File: src/rtl/fcg_pkg.sv
`timescale 1ns/1ps
package fcg_pkg;
   typedef enum logic {
      KIND_E1 = 1'b0,
      KIND_T1 = 1'b1
   } frame_kind_e;
endpackage

File: src/rtl/fcg_ctrl_shadow.sv
`timescale 1ns/1ps
module fcg_ctrl_shadow
   import fcg_pkg::*;
#(
   parameter int unsigned MASK_W     = 32,
   parameter bit          SUPPORT_T1 = 1'b1
) (
   input  logic              clk,
   input  logic              rst_n,
   input  logic              load,
   input  logic              t1_in,
   input  logic              rate_in,
   input  logic [MASK_W-1:0] mask_in,
   output frame_kind_e       kind_q,
   output logic              rate_q,
   output logic [MASK_W-1:0] mask_q
);
   frame_kind_e kind_in;

   generate
      if (SUPPORT_T1) begin : g_kind_sel
         assign kind_in = t1_in ? KIND_T1 : KIND_E1;
      end else begin : g_kind_fixed
         logic unused_t1;
         assign unused_t1 = t1_in;
         assign kind_in   = KIND_E1;
      end
   endgenerate

   always_ff @(posedge clk or negedge rst_n) begin
      if (!rst_n) begin
         kind_q <= KIND_E1;
         rate_q <= 1'b0;
         mask_q <= '0;
      end else if (load) begin
         kind_q <= kind_in;
         rate_q <= rate_in;
         mask_q <= mask_in;
      end
   end

   AST_SHADOW_HOLD: assert property (@(posedge clk) disable iff (!rst_n)
      !load |=> ($stable(mask_q) && $stable(rate_q) && $stable(kind_q)));
endmodule

File: src/rtl/fcg_pos_counter.sv
`timescale 1ns/1ps
module fcg_pos_counter
   import fcg_pkg::*;
#(
   parameter int unsigned POS_W  = 8,
   parameter int unsigned T1_LEN = 193,
   parameter int unsigned E1_LEN = 256
) (
   input  logic             clk,
   input  logic             rst_n,
   input  logic             sync,
   input  frame_kind_e      kind,
   output logic [POS_W-1:0] pos_q,
   output logic             frame_start
);
   localparam logic [POS_W-1:0] T1_LAST = POS_W'(T1_LEN - 1);
   localparam logic [POS_W-1:0] E1_LAST = POS_W'(E1_LEN - 1);

   logic [POS_W-1:0] last_pos;
   logic             at_end;

   assign last_pos    = (kind == KIND_T1) ? T1_LAST : E1_LAST;
   assign at_end      = (pos_q >= last_pos);
   assign frame_start = sync | at_end;

   always_ff @(posedge clk or negedge rst_n) begin
      if (!rst_n)          pos_q <= '0;
      else if (frame_start) pos_q <= '0;
      else                 pos_q <= pos_q + POS_W'(1);
   end

   AST_SYNC_ZERO: assert property (@(posedge clk) disable iff (!rst_n)
      sync |=> (pos_q == '0));
   AST_POS_STEP: assert property (@(posedge clk) disable iff (!rst_n)
      (!sync && pos_q < last_pos) |=> (pos_q == $past(pos_q) + POS_W'(1)));
   AST_POS_WRAP: assert property (@(posedge clk) disable iff (!rst_n)
      (!sync && pos_q == last_pos) |=> (pos_q == '0));
endmodule

File: src/rtl/fcg_slot_decode.sv
`timescale 1ns/1ps
module fcg_slot_decode
   import fcg_pkg::*;
#(
   parameter int unsigned POS_W      = 8,
   parameter int unsigned MASK_W     = 32,
   parameter int unsigned SLOT_BITS  = 8,
   parameter int unsigned T1_FBITS   = 1,
   parameter bit          SUPPORT_T1 = 1'b1,
   localparam int unsigned CH_W      = (MASK_W > 1) ? $clog2(MASK_W) : 1,
   localparam int unsigned BIT_W     = $clog2(SLOT_BITS)
) (
   input  frame_kind_e       kind,
   input  logic              rate56,
   input  logic [MASK_W-1:0] mask,
   input  logic [POS_W-1:0]  pos,
   output logic              fbit,
   output logic [CH_W-1:0]   chan,
   output logic [BIT_W-1:0]  slot_bit,
   output logic              sel
);
   localparam logic [BIT_W-1:0] LAST_BIT = BIT_W'(SLOT_BITS - 1);

   logic [POS_W-1:0] rel;

   generate
      if (SUPPORT_T1) begin : g_t1_offset
         assign fbit = (kind == KIND_T1) && (pos < POS_W'(T1_FBITS));
         assign rel  = ((kind == KIND_T1) && !fbit) ? pos - POS_W'(T1_FBITS) : pos;
      end else begin : g_e1_only
         frame_kind_e unused_kind;
         assign unused_kind = kind;
         assign fbit        = 1'b0;
         assign rel         = pos;
      end
   endgenerate

   assign chan     = CH_W'(rel / POS_W'(SLOT_BITS));
   assign slot_bit = BIT_W'(rel % POS_W'(SLOT_BITS));
   assign sel      = !fbit && mask[chan] && !(rate56 && slot_bit == LAST_BIT);
endmodule

File: src/rtl/fcg_gate_out.sv
`timescale 1ns/1ps
module fcg_gate_out (
   input  logic clk,
   input  logic rst_n,
   input  logic sel,
   input  logic enable,
   output logic gap_clk,
   output logic bit_en
);
   logic gate_q;

   always_ff @(negedge clk or negedge rst_n) begin
      if (!rst_n) gate_q <= 1'b0;
      else        gate_q <= sel & enable;
   end

   always_ff @(posedge clk or negedge rst_n) begin
      if (!rst_n) bit_en <= 1'b0;
      else        bit_en <= sel & enable;
   end

   assign gap_clk = clk & gate_q;

   AST_OFF_QUIET: assert property (@(posedge clk) disable iff (!rst_n)
      !enable |=> !bit_en);
endmodule

File: src/rtl/frac_chan_clk.sv
`timescale 1ns/1ps
module frac_chan_clk
   import fcg_pkg::*;
#(
   parameter int unsigned T1_CHANNELS = 24,
   parameter int unsigned E1_SLOTS    = 32,
   parameter int unsigned SLOT_BITS   = 8,
   parameter int unsigned T1_FBITS    = 1,
   parameter int unsigned MASK_W      = 32,
   parameter bit          SUPPORT_T1  = 1'b1
) (
   input  logic              bit_clk,
   input  logic              rst_n,
   input  logic              frame_sync,
   input  logic              t1_mode,
   input  logic              rate_56k,
   input  logic              enable,
   input  logic [MASK_W-1:0] chan_mask,
   output logic              gap_clk,
   output logic              bit_en
);
   localparam int unsigned T1_LEN  = T1_FBITS + T1_CHANNELS * SLOT_BITS;
   localparam int unsigned E1_LEN  = E1_SLOTS * SLOT_BITS;
   localparam int unsigned MAX_LEN = (T1_LEN > E1_LEN) ? T1_LEN : E1_LEN;
   localparam int unsigned POS_W   = $clog2(MAX_LEN);
   localparam int unsigned CH_W    = (MASK_W > 1) ? $clog2(MASK_W) : 1;
   localparam int unsigned BIT_W   = $clog2(SLOT_BITS);
   localparam logic [BIT_W-1:0] LAST_BIT = BIT_W'(SLOT_BITS - 1);

   generate
      if (SLOT_BITS < 2 || (SLOT_BITS & (SLOT_BITS - 1)) != 0) begin : g_bad_slot
         $error("SLOT_BITS must be a power of two of at least 2");
      end
      if (MASK_W < E1_SLOTS || (SUPPORT_T1 && MASK_W < T1_CHANNELS)) begin : g_bad_mask
         $error("MASK_W too narrow for the channel count");
      end
   endgenerate

   frame_kind_e       kind_q;
   logic              rate_q;
   logic [MASK_W-1:0] mask_q;
   logic [POS_W-1:0]  pos_q;
   logic              frame_start;
   logic              fbit;
   logic [CH_W-1:0]   chan;
   logic [BIT_W-1:0]  slot_bit;
   logic              sel;

   fcg_pos_counter #(
      .POS_W (POS_W),
      .T1_LEN(T1_LEN),
      .E1_LEN(E1_LEN)
   ) u_pos (
      .clk        (bit_clk),
      .rst_n      (rst_n),
      .sync       (frame_sync),
      .kind       (kind_q),
      .pos_q      (pos_q),
      .frame_start(frame_start)
   );

   fcg_ctrl_shadow #(
      .MASK_W    (MASK_W),
      .SUPPORT_T1(SUPPORT_T1)
   ) u_shadow (
      .clk    (bit_clk),
      .rst_n  (rst_n),
      .load   (frame_start),
      .t1_in  (t1_mode),
      .rate_in(rate_56k),
      .mask_in(chan_mask),
      .kind_q (kind_q),
      .rate_q (rate_q),
      .mask_q (mask_q)
   );

   fcg_slot_decode #(
      .POS_W     (POS_W),
      .MASK_W    (MASK_W),
      .SLOT_BITS (SLOT_BITS),
      .T1_FBITS  (T1_FBITS),
      .SUPPORT_T1(SUPPORT_T1)
   ) u_dec (
      .kind    (kind_q),
      .rate56  (rate_q),
      .mask    (mask_q),
      .pos     (pos_q),
      .fbit    (fbit),
      .chan    (chan),
      .slot_bit(slot_bit),
      .sel     (sel)
   );

   fcg_gate_out u_gate (
      .clk    (bit_clk),
      .rst_n  (rst_n),
      .sel    (sel),
      .enable (enable),
      .gap_clk(gap_clk),
      .bit_en (bit_en)
   );

   AST_FBIT_SILENT: assert property (@(posedge bit_clk) disable iff (!rst_n)
      (kind_q == KIND_T1 && pos_q == '0) |=> !bit_en);
   AST_LSB_DROP: assert property (@(posedge bit_clk) disable iff (!rst_n)
      (rate_q && slot_bit == LAST_BIT) |=> !bit_en);
   AST_UNSEL_SILENT: assert property (@(posedge bit_clk) disable iff (!rst_n)
      (!mask_q[chan]) |=> !bit_en);
   AST_T1_CHAN_RANGE: assert property (@(posedge bit_clk) disable iff (!rst_n)
      (kind_q == KIND_T1 && !fbit) |-> (chan < CH_W'(T1_CHANNELS)));
endmodule

File: config.mk
export PLATFORM = sky130hd
export DESIGN_NAME = frac_chan_clk
export DESIGN_NICKNAME = d
export VERILOG_FILES = /design/src/rtl/fcg_pkg.sv /design/src/rtl/fcg_ctrl_shadow.sv /design/src/rtl/fcg_pos_counter.sv /design/src/rtl/fcg_slot_decode.sv /design/src/rtl/fcg_gate_out.sv /design/src/rtl/frac_chan_clk.sv
export SDC_FILE = /design/constraint.sdc
export NUM_CORES = 1
export LEC_CHECK = 0
export ABC_CLOCK_PERIOD_IN_PS = 3700
export BUFFER_PORTS_ARGS = -buffer_cell sky130_fd_sc_hd__buf_2
export CAP_MARGIN = 20
export CORE_MARGIN = 2
export CORE_UTILIZATION = 35
export CTS_CLUSTER_DIAMETER = 100
export CTS_CLUSTER_SIZE = 16
export DETAILED_ROUTE_END_ITERATION = 10
export GPL_ROUTABILITY_DRIVEN = 0
export GPL_TIMING_DRIVEN = 0
export PLACE_DENSITY = 0.64
export SLEW_MARGIN = 20
export SYNTH_ARGS = -nofsm -noshare
export SYNTH_HDL_FRONTEND = slang
export SYNTH_SLANG_ARGS = --single-unit
File: constraint.sdc
create_clock -name bit_clk -period 3.7 [get_ports bit_clk]
set_input_delay 0.74 -clock bit_clk [delete_from_list [all_inputs] [get_ports bit_clk]]
set_output_delay 0.74 -clock bit_clk [all_outputs]
set_load 0.005 [all_outputs]
# After elaboration in Yosys (flattened, before gate mapping)
# Cells that the tools add are included.
[classes]
n_mux = 6
bitwise = 3
eq_ne = 1
order_cmp = 3
add_sub_neg = 2
reduce_logical = 7
[ops]
columns = ["op", "count"]
rows = [
  ["$mux W8", 2],
  ["$add A8 B1 Y8 const B", 1],
  ["$ge A8 B8 Y1", 1],
  ["$lt A8 B1 Y1 const B", 1],
  ["$sub A8 B1 Y8 const B", 1],
  ["$lt A5 B6 Y1 const B", 1],
  ["$mux W6", 1],
  ["$bmux W1 S5", 1],
  ["$logic_and A1 B1 Y1", 5],
  ["$eq A3 B3 Y1 const B", 1],
  ["$and A1 B1 Y1", 2],
  ["$logic_not A1 Y1", 2],
  ["$mux W1", 2],
  ["$or A1 B1 Y1", 1],
]
[totals]
out_inout_bits = 2
inputBits = 38
wordCells = 28
reg_bits = 44

# Longest topological paths before layout
[logic_depth]
depth_word = 10
depth_mapped = 12
depth_no_buf = 9

# Modules after synthesis
# Synthesis repeated with hierarchy kept, for this count alone.
[unflattened]
hier_cells = 210
area_unflattened_um2 = 2632.5
[modules_own_cells]
columns = ["module", "n_inst", "area_each_um2", "cells_each"]
rows = [
  ["fcg_ctrl_shadow", 1, 1417.6, 72],
  ["fcg_slot_decode", 1, 676.9, 87],
  ["fcg_pos_counter", 1, 475.5, 47],
  ["fcg_gate_out", 1, 62.6, 4],
]

==> impl_results.html <==
<table>
<tr><th>Metric</th><th>Value</th></tr>
<tr><th colspan="2">Yosys</th></tr>
<tr><td>Post-synth ARST share</td><td>100%</td></tr>
<tr><td>Post-Synthesis Net Count</td><td>411</td></tr>
<tr><td>Yosys warning total</td><td>0</td></tr>
<tr><td>Cell Area, Synth</td><td>approximately 3200 µm²</td></tr>
<tr><td>Post-synth cell types</td><td>41</td></tr>
<tr><td>Number of enable flip-flop cells after synthesis</td><td>0</td></tr>
<tr><td>Avg Inst Size Synth</td><td>8.86 µm²</td></tr>
<tr><td>Flop and latch count out of synthesis</td><td>44</td></tr>
<tr><td>Most frequently used flop master after synthesis</td><td>sky130_fd_sc_hd__dfrtp_1</td></tr>
<tr><td>Synthesized netlist cell count</td><td>between 300 and 400</td></tr>
<tr><td>Sequential fraction of the synthesis area</td><td>roughly a third</td></tr>
<tr><th colspan="2">GRT</th></tr>
<tr><td>Via count of the first global-routing pass</td><td>~3300</td></tr>
<tr><td>Global-route wire length before repair</td><td>between 15000 and 20000 µm</td></tr>
<tr><td>Number of antenna violations at the first check in global routing</td><td>0</td></tr>
<tr><td>Global router's overall resource usage</td><td>a little over a fifth</td></tr>
<tr><td>Largest net degree at the start of global routing</td><td>45</td></tr>
<tr><td>Global route total overflow</td><td>0</td></tr>
<tr><th colspan="2">Drt</th></tr>
<tr><td>Total wirelength of the detailed-routed design</td><td>9790 µm</td></tr>
<tr><td>Per-cell via count in the routed design</td><td>approximately 5.9</td></tr>
<tr><td>Number of antenna-violating nets in the routed design</td><td>0</td></tr>
<tr><td>DRT Pass-1 Iters</td><td>4</td></tr>
<tr><td>Vias</td><td>roughly 3200</td></tr>
<tr><td>DRT iter0 DRCs</td><td>about 260</td></tr>
<tr><td>DRC</td><td>0</td></tr>
<tr><td>DR WL/cell</td><td>roughly 18 µm</td></tr>
<tr><th colspan="2">Finish</th></tr>
<tr><td>Post-layout utilization of the core</td><td>between 40% and 50%</td></tr>
<tr><td>Layout cells sized above 1</td><td>24.9%</td></tr>
<tr><td>Syn-to-layout area delta</td><td>27.7%</td></tr>
<tr><td>Antenna Diode Count</td><td>0</td></tr>
<tr><td># nets final</td><td>around 480</td></tr>
<tr><td>Most frequent standard cell in the layout excluding fill and tap cells</td><td>sky130_fd_sc_hd__a211oi_1</td></tr>
<tr><td>Layout Cell Area excl Fill</td><td>around 4100 µm²</td></tr>
<tr><td>Highest-count cells in the layout ignoring fill and taps</td><td>sky130_fd_sc_hd__a211oi_1 (44), sky130_fd_sc_hd__dfrtp_1 (38), sky130_fd_sc_hd__o21ai_0 (37), sky130_fd_sc_hd__nand2_1 (37), sky130_fd_sc_hd__buf_2 (37)</td></tr>
<tr><th colspan="2">Die</th></tr>
<tr><td>Total Die Area</td><td>about 10000 µm²</td></tr>
<tr><td>Initial Util</td><td>a little over a third</td></tr>
<tr><td>Number of rows in the core area</td><td>35</td></tr>
<tr><td>IO Count</td><td>40</td></tr>
<tr><td>Die Width</td><td>approximately 100 µm</td></tr>
<tr><td>Floorplan Core Area</td><td>roughly 9100 µm²</td></tr>
<tr><td>Die outline height</td><td>~100 µm</td></tr>
<tr><th colspan="2">Setup path</th></tr>
<tr><td>Crit-path cells</td><td>inv_2 -&gt; ha_4 -&gt; nor4b_4 -&gt; buf_4 -&gt; a2111oi_4 -&gt; nand2b_4 -&gt; buf_12 -&gt; buf_12 -&gt; a2111oi_4 -&gt; nor4_2 -&gt; a22o_1 -&gt; o311a_1</td></tr>
<tr><td>WP data arrival</td><td>about 3100 ps</td></tr>
<tr><td>End of the worst register-to-register path</td><td>u_gate.gate_q$_DFF_NN0_</td></tr>
<tr><td>Critical path startpoint</td><td>u_pos.pos_q[0]$_DFF_PN0_</td></tr>
<tr><td>Critical path data required time</td><td>~2100 ps</td></tr>
<tr><td>Launch point of the worst reg-to-reg path</td><td>u_pos.pos_q[0]$_DFF_PN0_</td></tr>
<tr><td>Capturing element type of the critical path</td><td>register</td></tr>
<tr><td>Setup CP Type</td><td>register to register</td></tr>
<tr><td>CP Launch Type</td><td>register</td></tr>
<tr><td>Minimum setup slack among reg-to-reg paths</td><td>-970 ps</td></tr>
<tr><td>Max stage delay cell, worst path</td><td>sky130_fd_sc_hd__dfrtp_2</td></tr>
<tr><td>Worst-path fanout max</td><td>7</td></tr>
<tr><td>Largest stage delay on the critical path</td><td>450 ps</td></tr>
<tr><td>Cell depth of the worst flop-to-flop path</td><td>12</td></tr>
<tr><th colspan="2">Outcome</th></tr>
<tr><td>Violations in the final reports</td><td>negative setup slack</td></tr>
<tr><td>Run status</td><td>finished with violations</td></tr>
<tr><th colspan="2">Placement</th></tr>
<tr><td>Port buffer count</td><td>38</td></tr>
<tr><td>Placed instance area</td><td>approximately 3700 µm²</td></tr>
<tr><td>Detailed placer's ending HPWL</td><td>between 6000 and 7000 µm</td></tr>
<tr><th colspan="2">STA</th></tr>
<tr><td>Worst-margin pin slew</td><td>approximately 660 ps</td></tr>
<tr><td>Final count of hold timing violations</td><td>0</td></tr>
<tr><td>Worst slew margin relative to its limit</td><td>between 50% and 60%</td></tr>
<tr><td>Count of final setup violators</td><td>1</td></tr>
<tr><td>Final worst hold slack</td><td>about 320 ps</td></tr>
<tr><td>Post-route worst setup slack</td><td>-969 ps</td></tr>
<tr><td>Final slew viol count</td><td>0</td></tr>
<tr><td>Final Skew</td><td>approximately 21 ps</td></tr>
<tr><td>Final TNS setup</td><td>-969 ps</td></tr>
<tr><td>Unrepaired setup endpoints after global routing</td><td>yes</td></tr>
<tr><th colspan="2">Clock network</th></tr>
<tr><td>Clk slew on worst S/H paths</td><td>around 90 ps</td></tr>
<tr><td>Number of hold buffers added after cts</td><td>0</td></tr>
<tr><td>CTS tree</td><td>yes</td></tr>
<tr><td>Worst skew pair latency</td><td>430 ps</td></tr>
<tr><th colspan="2">Power and ir drop</th></tr>
<tr><td>Leakage</td><td>between 1.5 and 2 nW</td></tr>
<tr><td>Maximum resistive drop on vdd</td><td>roughly 0.17 mV</td></tr>
<tr><td>Power density cells</td><td>about 400 nW/µm²</td></tr>
<tr><th colspan="2">Worst hold path</th></tr>
<tr><td>Hold/Removal Path Class</td><td>input port to async pin</td></tr>
<tr><th colspan="2">Flow run</th></tr>
<tr><td>Count of max-cap constraint violations</td><td>0</td></tr>
</table>
[per-stage QoR]
step	power, mW	setup slack (ps)	cells
6_report	1.62	-969	544
5_1_grt	1.73	-1100	544
4_1_cts	1.59	-927	535
3_5_place_dp	1.13	-1070	514
3_3_place_gp	1.12	-1030	514
2_1_floorplan	0.981	-742	365
[worst max-delay path by stage]
stage                              end  slack [ps]  cells after the start
5_1_grt        u_gate.gate_q$_DFF_NN0_       -1100                     12
4_1_cts        u_gate.gate_q$_DFF_NN0_        -930                     11
6_report       u_gate.gate_q$_DFF_NN0_        -970                     12
2_1_floorplan  u_gate.gate_q$_DFF_NN0_        -740                      8
3_3_place_gp   u_gate.gate_q$_DFF_NN0_       -1030                     10
3_5_place_dp   u_gate.gate_q$_DFF_NN0_       -1070                     10
[critical path, delay by kind of cell (launching register included)]
kind / cells / cell delay (ps)
compound gates: 4 / 960
flops: 1 / 450
simple gates: 3 / 550
buf+inv: 4 / 570
fa+ha+maj: 1 / 160
[what timing repair did]
action,4_1_cts,5_1_grt
gates resized for setup,14,22
pin swaps,4,16
hold endpoints to repair,0,0
endpoints found under the setup margin,1,1
setup buffers,10,10
cloned,1,0
[flip-flops by register name, summed over array words and instances, names as in the netlist]
signal,cells
u_pos.pos_q,8
u_shadow.kind_q,1
u_gate.bit_en,1
u_gate.gate_q,1
u_shadow.rate_q,1
u_shadow.mask_q,32
[area by class of cell]
type / instances / area [µm²]
timing repair buffer: 58 / 362
clock buffer: 10 / 129
fill: 912 / 4980
multi-input combinational: 274 / 2170
clock inverter: 2 / 10.0
buffer: 38 / 186
tap: 111 / 139
sequential: 44 / 1110
inverter: 7 / 26.3
[cells in the mapped netlist (2+ instances only)]
cell type,instances,area (µm²)
sky130_fd_sc_hd__nand2b_1,37,231
sky130_fd_sc_hd__dfrtp_1,43,1080
sky130_fd_sc_hd__xnor2_1,2,17.5
sky130_fd_sc_hd__mux2i_1,6,60.1
sky130_fd_sc_hd__ha_1,8,100
sky130_fd_sc_hd__nor2_1,5,18.8
sky130_fd_sc_hd__a21o_1,5,37.5
sky130_fd_sc_hd__inv_1,7,26.3
sky130_fd_sc_hd__o21ai_0,38,190
sky130_fd_sc_hd__clkbuf_1,35,131
sky130_fd_sc_hd__and3_1,2,12.5
sky130_fd_sc_hd__nor3b_1,10,75.1
sky130_fd_sc_hd__nor4_1,3,18.8
sky130_fd_sc_hd__mux4_2,2,45.0
sky130_fd_sc_hd__buf_2,3,15.0
sky130_fd_sc_hd__buf_6,2,22.5
sky130_fd_sc_hd__a311o_1,34,340
sky130_fd_sc_hd__nor2b_1,2,12.5
sky130_fd_sc_hd__xor2_1,4,35.0
sky130_fd_sc_hd__nor3_1,3,15.0
sky130_fd_sc_hd__a2111oi_0,9,78.8
sky130_fd_sc_hd__nand3_1,5,25.0
sky130_fd_sc_hd__nand2_1,38,143
sky130_fd_sc_hd__and2_1,2,12.5
sky130_fd_sc_hd__a211oi_1,44,330
[cell families after synthesis]
logic type               synth area share (%)
AO/OA/AOI/OAI                            32.0
AND/OR/NAND/NOR                          19.6
buffers and inverters                    6.03
flip-flops                               34.0
multiplexers                             3.60
adder cells (fa/ha/maj)                  3.09
XOR/XNOR                                 1.62
[power breakdown]
part	internal, mW	total [mW]	switching, mW
Combinational	0.276	0.602	0.326
Sequential	0.551	0.599	0.0483
Clock	0.222	0.423	0.201
[metal layers]
| metal | vias to the layer above | global-route usage, % | part of all wire, % |
|---|---|---|---|
| met3 | 15 | 4.32 | 4.4 |
| met2 | 71 | 33.7 | 50 |
| li1 | 1527 | - | - |
| met5 | - | 0 | 0 |
| met4 | 0 | 7.69 | 1.5 |
| met1 | 1619 | 28.3 | 44 |
Note: power is estimated with default switching activity, not from simulation.
